## config.mk

```make
export PLATFORM = sky130hd
export DESIGN_NAME = hbt_tick_irq
export DESIGN_NICKNAME = d
export VERILOG_FILES = /design/src/rtl/hbt_pkg.sv /design/src/rtl/hbt_divider.sv /design/src/rtl/hbt_ctrl_reg.sv /design/src/rtl/hbt_irq_flag.sv /design/src/rtl/hbt_tick_irq.sv
export SDC_FILE = /design/constraint.sdc
export NUM_CORES = 1
export LEC_CHECK = 0
export BUFFER_PORTS_ARGS = -buffer_cell sky130_fd_sc_hd__buf_2
export CORE_UTILIZATION = 47
export CTS_CLUSTER_DIAMETER = 80
export DETAILED_ROUTE_END_ITERATION = 10
export PLACE_DENSITY = 0.75
export SLEW_MARGIN = 40
export SYNTH_ARGS = -nofsm -noshare
export SYNTH_HDL_FRONTEND = slang
export SYNTH_SLANG_ARGS = --single-unit
```

## constraint.sdc

```tcl
create_clock -name clk -period 3 [get_ports clk]
set_input_delay 0.15 -clock clk [delete_from_list [all_inputs] [get_ports clk]]
set_output_delay 0.15 -clock clk [all_outputs]
set_load 0.02 [all_outputs]
```

## src/rtl/hbt_pkg.sv

```systemverilog
package hbt_pkg;

    // Width of the software register.
    localparam int CTRL_W = 8;

    // Bit positions in the register. Software decodes these positions.
    localparam int STATUS_BIT = 7;
    localparam int ENABLE_BIT = 5;

    // Vector address presented for this interrupt source.
    localparam logic [7:0] IRQ_VEC = 8'h14;

    typedef struct packed {
        logic status;
        logic enable;
    } ctrl_t;

    // Builds the read value: only the two live bits are non-zero.
    function automatic logic [CTRL_W-1:0] ctrl_pack(ctrl_t c);
        logic [CTRL_W-1:0] v;
        v = '0;
        v[STATUS_BIT] = c.status;
        v[ENABLE_BIT] = c.enable;
        return v;
    endfunction

endpackage

```

## src/rtl/hbt_divider.sv

```systemverilog
module hbt_divider #(
    parameter int TICKS = 16384
) (
    input  logic clk,
    input  logic rst,
    input  logic run_i,
    input  logic tick_i,
    output logic hit_o
);
    localparam int CW = (TICKS < 2) ? 1 : $clog2(TICKS);
    localparam logic [CW-1:0] LAST = CW'(TICKS - 1);

    logic [CW-1:0] cnt_q;

    // The hit pulse comes out on the tick that ends a half second.
    assign hit_o = run_i && tick_i && (cnt_q == LAST);

    always_ff @(posedge clk) begin
        if (rst || !run_i) begin
            cnt_q <= '0;
        end else if (tick_i) begin
            if (cnt_q == LAST) cnt_q <= '0;
            else               cnt_q <= cnt_q + 1'b1;
        end
    end
endmodule

```

## src/rtl/hbt_ctrl_reg.sv

```systemverilog
module hbt_ctrl_reg
    import hbt_pkg::*;
(
    input  logic  clk,
    input  logic  rst,
    input  logic  wr_i,
    input  logic  wr_status_i,
    input  logic  wr_enable_i,
    input  logic  hit_i,
    output ctrl_t ctrl_o
);
    ctrl_t ctrl_q, ctrl_d;

    always_comb begin
        ctrl_d = ctrl_q;
        if (wr_i) begin
            ctrl_d.status = wr_status_i;
            ctrl_d.enable = wr_enable_i;
        end
        // A hardware timeout overrides a software clear on the same edge.
        if (hit_i) ctrl_d.status = 1'b1;
    end

    always_ff @(posedge clk) begin
        if (rst) ctrl_q <= '0;
        else     ctrl_q <= ctrl_d;
    end

    assign ctrl_o = ctrl_q;
endmodule

```

## src/rtl/hbt_irq_flag.sv

```systemverilog
module hbt_irq_flag (
    input  logic clk,
    input  logic rst,
    input  logic set_i,
    input  logic ack_i,
    output logic req_o
);
    logic req_q;

    always_ff @(posedge clk) begin
        if (rst)        req_q <= 1'b0;
        else if (set_i) req_q <= 1'b1;   // a new event wins over the acknowledge
        else if (ack_i) req_q <= 1'b0;
    end

    assign req_o = req_q;
endmodule

```

## src/rtl/hbt_tick_irq.sv

```systemverilog
module hbt_tick_irq
    import hbt_pkg::*;
#(
    parameter int TICKS_PER_HALF_SEC = 16384
) (
    input  logic              clk,
    input  logic              rst,
    input  logic              tick_en,
    input  logic              reg_wr,
    input  logic [CTRL_W-1:0] reg_wdata,
    output logic [CTRL_W-1:0] reg_rd_data,
    input  logic              irq_ack,
    output logic              irq_req,
    output logic [7:0]        irq_vector
);
    ctrl_t ctrl_w;
    logic  hit_w;
    logic  wdata_unused;

    // The bits that have no function are dropped here.
    assign wdata_unused = &{1'b0, reg_wdata[6], reg_wdata[4:0]};

    hbt_divider #(.TICKS(TICKS_PER_HALF_SEC)) u_div (
        .clk    (clk),
        .rst    (rst),
        .run_i  (ctrl_w.enable),
        .tick_i (tick_en),
        .hit_o  (hit_w)
    );

    hbt_ctrl_reg u_reg (
        .clk         (clk),
        .rst         (rst),
        .wr_i        (reg_wr),
        .wr_status_i (reg_wdata[STATUS_BIT]),
        .wr_enable_i (reg_wdata[ENABLE_BIT]),
        .hit_i       (hit_w),
        .ctrl_o      (ctrl_w)
    );

    hbt_irq_flag u_irq (
        .clk   (clk),
        .rst   (rst),
        .set_i (hit_w),
        .ack_i (irq_ack),
        .req_o (irq_req)
    );

    assign reg_rd_data = ctrl_pack(ctrl_w);
    assign irq_vector  = IRQ_VEC;
endmodule

```

==> results.yml, run 1 <==
critical_path:
  critPathBufInv: 0
  crit_type: "reg2reg"
  critPathMaxFanout: 12
  path_delay_family: "simple AND/OR/NAND/NOR gates"
  crit_chain: "and4_1 > nand3_1 > o21bai_2 > nor2_1"
  cp-end-kind: "register"
  critPathLaunchType: "register"
  slowest_stage: "o21bai_2"
  arrival_ps: 1820
  cp_slowest_stage_delay_ps: 450
  cp_data_required_time_ps: 3160
yosys:
  synth-edff-count: 0
  synth_top_area_share_pct: 38.20
  synth_cell_types: 28
  syn-instance-count: 99
  synth_seq_cells: 17
  ys_seq_area_share_pct: 38.20
  synthesis.area_sq_um: 890.9
  async_flop_share_pct: 0
  yosys_warnings: 0
  synthFlopType: "dfxtp_1"
  ys_top_cells_by_area: "dfxtp_1 (38%), buf_4 (13%), xor2_1 (11%), nor2_1 (5.9%), nand4_1 (4.2%)"
  synth_area_per_cell_sq_um: 8.999
  yosysTopAreaCell: "dfxtp_1"
clocking:
  ctsResizeCount: 0
  cts_setup_buffers: 0
  numCtsBuffers: 3
  cts_tree: "yes"
  cts_buffer_depth: 2
  clockRootBuffer: "clkbuf_4"
  cts_sinks: 17
  clkTransAtPathRegs_ps: 90
  hold_buffers: 0
  clk_latency_ps: 280
  h-tree-depth: 1
global_route:
  grt_max_degree: 13
  grt_pass1_vias: 542
  grt_busiest_layer: "met2"
  grt.met2_usage_pct: 24.86
  grt_pass1_wl_um: 2173
  use_met1_pct: 16.67
  antenna_found_initial: 0
  grt_util_met3_pct: 7.143
  grt-ovfl-total: 0
  grt_use_total_pct: 15.04
routing:
  avgViaCountPerCell: 4.715
  wl_per_cell_um: 10.12
  routed_wirelength_um: 1315
  num_vias: 613
  dr.pass1.iters: 3
  drtIter0Drc: 6
  drc: 0
  ant_nets: 0
timing:
  tightest_slew_ps: 506.7
  clock.fmax_mhz: 604.0
  period_needed_ps: 1656
  min_period_over_period_pct: 55.18
  worst_clock_skew_ps: 1.418
  grt_setup_unrepaired: "false"
  maxSlewViolCount: 0
  setup-violations-final: 0
  hold_viol_final: 0
  setup_ws_ps: 1344
  slew-limit-headroom_pct: 66.20
  tns_ps: 0
power:
  clockPowerShare_pct: 31.2
  power_frac_comb_pct: 8.6
  p_switching_uw: 93.05
  seq_power_share_pct: 60.2
  ir_drop_mv: 0.3353
  p_int_uw: 286.9
  p_per_area_nw_per_um2: 423.0
  p_sw_share_pct: 24.49
  leakage_nw: 0.3530
floorplanning:
  row_count: 15
  core_sq_um: 1745
  chipHeight_um: 45.54
  die_w_um: 45.54
  die-area_sq_um: 2073
  start_util_pct: 51.04
  io_pins: 30
layout:
  final_area_sq_um: 898.4
  layout_common_cells: "dfxtp_1 (17), nor2_1 (14), conb_1 (14)"
  area_growth_pct: 0.8428
  antenna_cells: 0
  fillCellCount: 183
  nets: 120
  layout_commonest_cell: "dfxtp_1"
  layout-drive-gt1-share_pct: 20.00
flow_run:
  cap_viol_max_count: 0
outcome:
  status: "finished, final reports clean"
place:
  post-dp-hpwl_um: 1010
  placed_area_sq_um: 872.1
  gp_congestion: 0.7777
  portBuffers: 9
  place_ws_ps: 1353
hold_path:
  hold_path_class: "in2reg"
[logic make-up after synthesis]
group | after synthesis | synth area share (%)
other cells | 2 | 0.8430
simple gates | 40 | 24.30
compound gates | 5 | 4.353
xor+xnor | 12 | 11.80
flops | 17 | 38.20
fa+ha+maj | 1 | 1.404
buf+inv | 19 | 15.73
mux | 3 | 3.371
[final timing paths]
kind	start	slack, ps	to	depth (start not counted)
max reg2reg	u_div.cnt_q[2]	1340	u_div.cnt_q[5]	4
max	u_div.cnt_q[2]	1340	u_div.cnt_q[5]	4
min	rst	60	u_reg.ctrl_o[1]	2
min reg2reg	u_irq.req_o	500	u_irq.req_o	2
[sequential cells by signal (all words and copies together), names as in the netlist]
name	count
u_div.cnt_q	14
u_reg.ctrl_o	2
u_irq.req_o	1
[Yosys cell counts (all sizes together) (3+ instances only)]
library cell  count
nand2             5
dfxtp            17
xor2             11
buf              18
nand4             6
a21oi             3
nor2             14
nand3             5
mux2i             3
[cell type report]
type / count / area (sq um) / share of cell area [%]
well taps: 25 / 31.28 / 3.482
clock buffers: 4 / 26.28 / 2.925
repair buffers: 9 / 45.04 / 5.014
multi-input cells: 75 / 455.4 / 50.70
flip-flops and latches: 17 / 340.3 / 37.88
[layer usage]
layer	part of all wire, %	wire length [um]	up-vias
li1	-	-	309
met1	44	575	283
met2	49	650	19
met3	5.9	78	2
met4	0.76	10	0
met5	0	0	-
[worst register-to-register path, stage by stage (launching register included)]
cell and delay [ps]:
dfxtp_1 400, and4_1 390, nand3_1 190, o21bai_2 450
nor2_1 110
[through the flow]
stage	hold WS [ps]	total power [mW]	utilization [%]	std cells
detailed placement	363.5	0.2669	49.96	126
finish	55.45	0.3800	51.47	130
CTS	49.72	0.3858	51.47	130
global placement	362.1	0.2660	49.96	126
global route	45.88	0.4009	51.47	130
floorplan	212.4	0.2736	-	111
[power groups by stage]
stage | logic (mW) | clock network, mW | registers, mW
final | 0.0326 | 0.118 | 0.229
after global routing | 0.0360 | 0.136 | 0.229
after CTS | 0.0327 | 0.124 | 0.229
after detailed placement | 0.0326 | 0 | 0.234
after global placement | 0.0319 | 0 | 0.234
after floorplan | 0.0386 | 0 | 0.235
Power figures use the tool's default switching activity.
==> run 2: changes to the inputs <==
- CORE_UTILIZATION: 47 -> 43
- PLACE_DENSITY: 0.75 -> 0.73
- clock period: 3 -> 1.5 ns (I/O delays scaled with it)
==> run 2 against run 1 <==
Routed wire length grew 3.7%. Clock-buffer cell count did not move. Fmax grew 17%. Worst hold slack got worse by 37 ps. Sequential cell count did not move. Register-to-register slack got worse by 1300 ps. Utilization shrank 2.2 points. Largest cell class unchanged. Largest power group unchanged.
==> results.yml, run 2 (synthesized netlist as in run 1, its figures left out) <==
floorplanning:
  core_sq_um: 1962
  row_count: 16
  io_pins: 30
  die_w_um: 47.52
  die-area_sq_um: 2258
  start_util_pct: 45.41
  chipHeight_um: 47.52
clocking:
  cts_sinks: 17
  clockRootBuffer: "clkbuf_4"
  cts_tree: "yes"
  numCtsBuffers: 3
  cts_setup_buffers: 0
  h-tree-depth: 1
  cts_buffer_depth: 2
  clk_latency_ps: 280
  clkTransAtPathRegs_ps: 90
timing:
  min_period_over_period_pct: 94.55
  clock.fmax_mhz: 705.1
  hold_viol_final: 0
  setup-violations-final: 0
  period_needed_ps: 1418
  whs_ps: 18.84
  grt_setup_unrepaired: "false"
  tns_ps: 0
  maxSlewViolCount: 0
  worst_clock_skew_ps: 0.5228
critical_path:
  crit_type: "reg2reg"
  critPathMaxFanout: 3
  cp_data_required_time_ps: 1730
  critPathLaunchType: "register"
  arrival_ps: 1650
  cp-end-kind: "register"
layout:
  nets: 128
  post-route-util_pct: 49.30
  largest_register_ff_count: 14
  area_growth_pct: 8.568
  antenna_cells: 0
  layout-drive-gt1-share_pct: 27.43
  regMostFlops: "u_div.cnt_q"
  fillCellCount: 200
  layout_common_cells: "nor2_1 (14), conb_1 (14), dfxtp_1 (14)"
power:
  p_per_area_nw_per_um2: 791.1
  p_sw_share_pct: 24.62
  ir_drop_mv: 0.4139
  clockPowerShare_pct: 31.2
  leakage_nw: 0.3957
  p_int_uw: 576.8
  power_frac_comb_pct: 8.9
  p_switching_uw: 188.4
  seq_power_share_pct: 59.8
hold_path:
  hold_path_class: "in2reg"
global_route:
  grt_pass1_vias: 564
  antenna_found_initial: 0
  grt_max_degree: 13
  grt_use_total_pct: 15.16
  grt_pass1_wl_um: 2311
  grt-ovfl-total: 0
place:
  gp_congestion: 0.7603
  portBuffers: 9
  post-dp-hpwl_um: 1034
routing:
  avgViaCountPerCell: 4.586
  dr.pass1.iters: 4
  wl_per_cell_um: 9.743
  routed_wirelength_um: 1364
  ant_nets: 0
  num_vias: 642
  drtIter0Drc: 5
  drc: 0
flow_run:
  cap_viol_max_count: 0
outcome:
  status: "finished, final reports clean"
-- run 2: cell types whose count changed in the layout (fill, tap and decap cells not counted), sizes merged --
cell | before | now
buf | 9 | 16
dlygate4sd3 | 0 | 1
-- run 2: layout make-up --
class                   instances  area (sq um)  share of cell area [%]
clock buffers                   4         26.28                   2.717
multi-input cells              75         455.4                   47.09
flip-flops and latches         17         344.1                   35.58
well taps                      27         33.78                   3.493
repair buffers                 17         107.6                   11.13
-- run 2: final timing paths --
kind	startpoint	endpoint	slack (ps)	cells after the start
hold reg to reg	u_irq.req_o	u_irq.req_o	490	2
hold / removal	reg_wdata[5]	u_reg.ctrl_o[0]	20	3
setup / recovery	u_div.cnt_q[9]	u_reg.ctrl_o[1]	80	4
setup reg to reg	u_div.cnt_q[9]	u_reg.ctrl_o[1]	80	4
-- run 2: timing repair --
item,4_1_cts,5_1_grt
setup endpoints to repair,0,2
resized for setup,0,3
endpoints found under the hold margin,3,0
hold buffers,1,0
-- run 2: layer usage --
layer	track usage (%)	up-vias	wire, um
met5	0	-	0
met4	6.857	0	19
met3	5.660	2	59
met2	25.75	18	660
met1	16.78	295	624
li1	-	327	-
-- run 2: power by group through the flow --
stage               Combinational (mW)  Clock, mW  Sequential (mW)
finish                          0.0682      0.239            0.458
global route                    0.0775      0.270            0.459
CTS                             0.0681      0.247            0.458
detailed placement              0.0659          0            0.468
global placement                0.0650          0            0.468
floorplan                       0.0773          0            0.470
-- run 2: per-stage QoR --
stage          setup slack [ps]  cells  power [mW]  area, sq um
2_1_floorplan             56.46    111      0.5471        935.9
3_3_place_gp              80.81    135      0.5330        927.1
3_5_place_dp              52.42    135      0.5343        927.1
4_1_cts                   32.58    140      0.7734        963.4
5_1_grt                   7.431    140      0.8059        967.2
6_report                  81.77    140      0.7651        967.2
-- run 2: critical path: stages (launching register included) --
cell	delay (ps)
dfxtp_1	370
and4_4	240
nand2_2	70
or4_4	550
a21oi_2	140
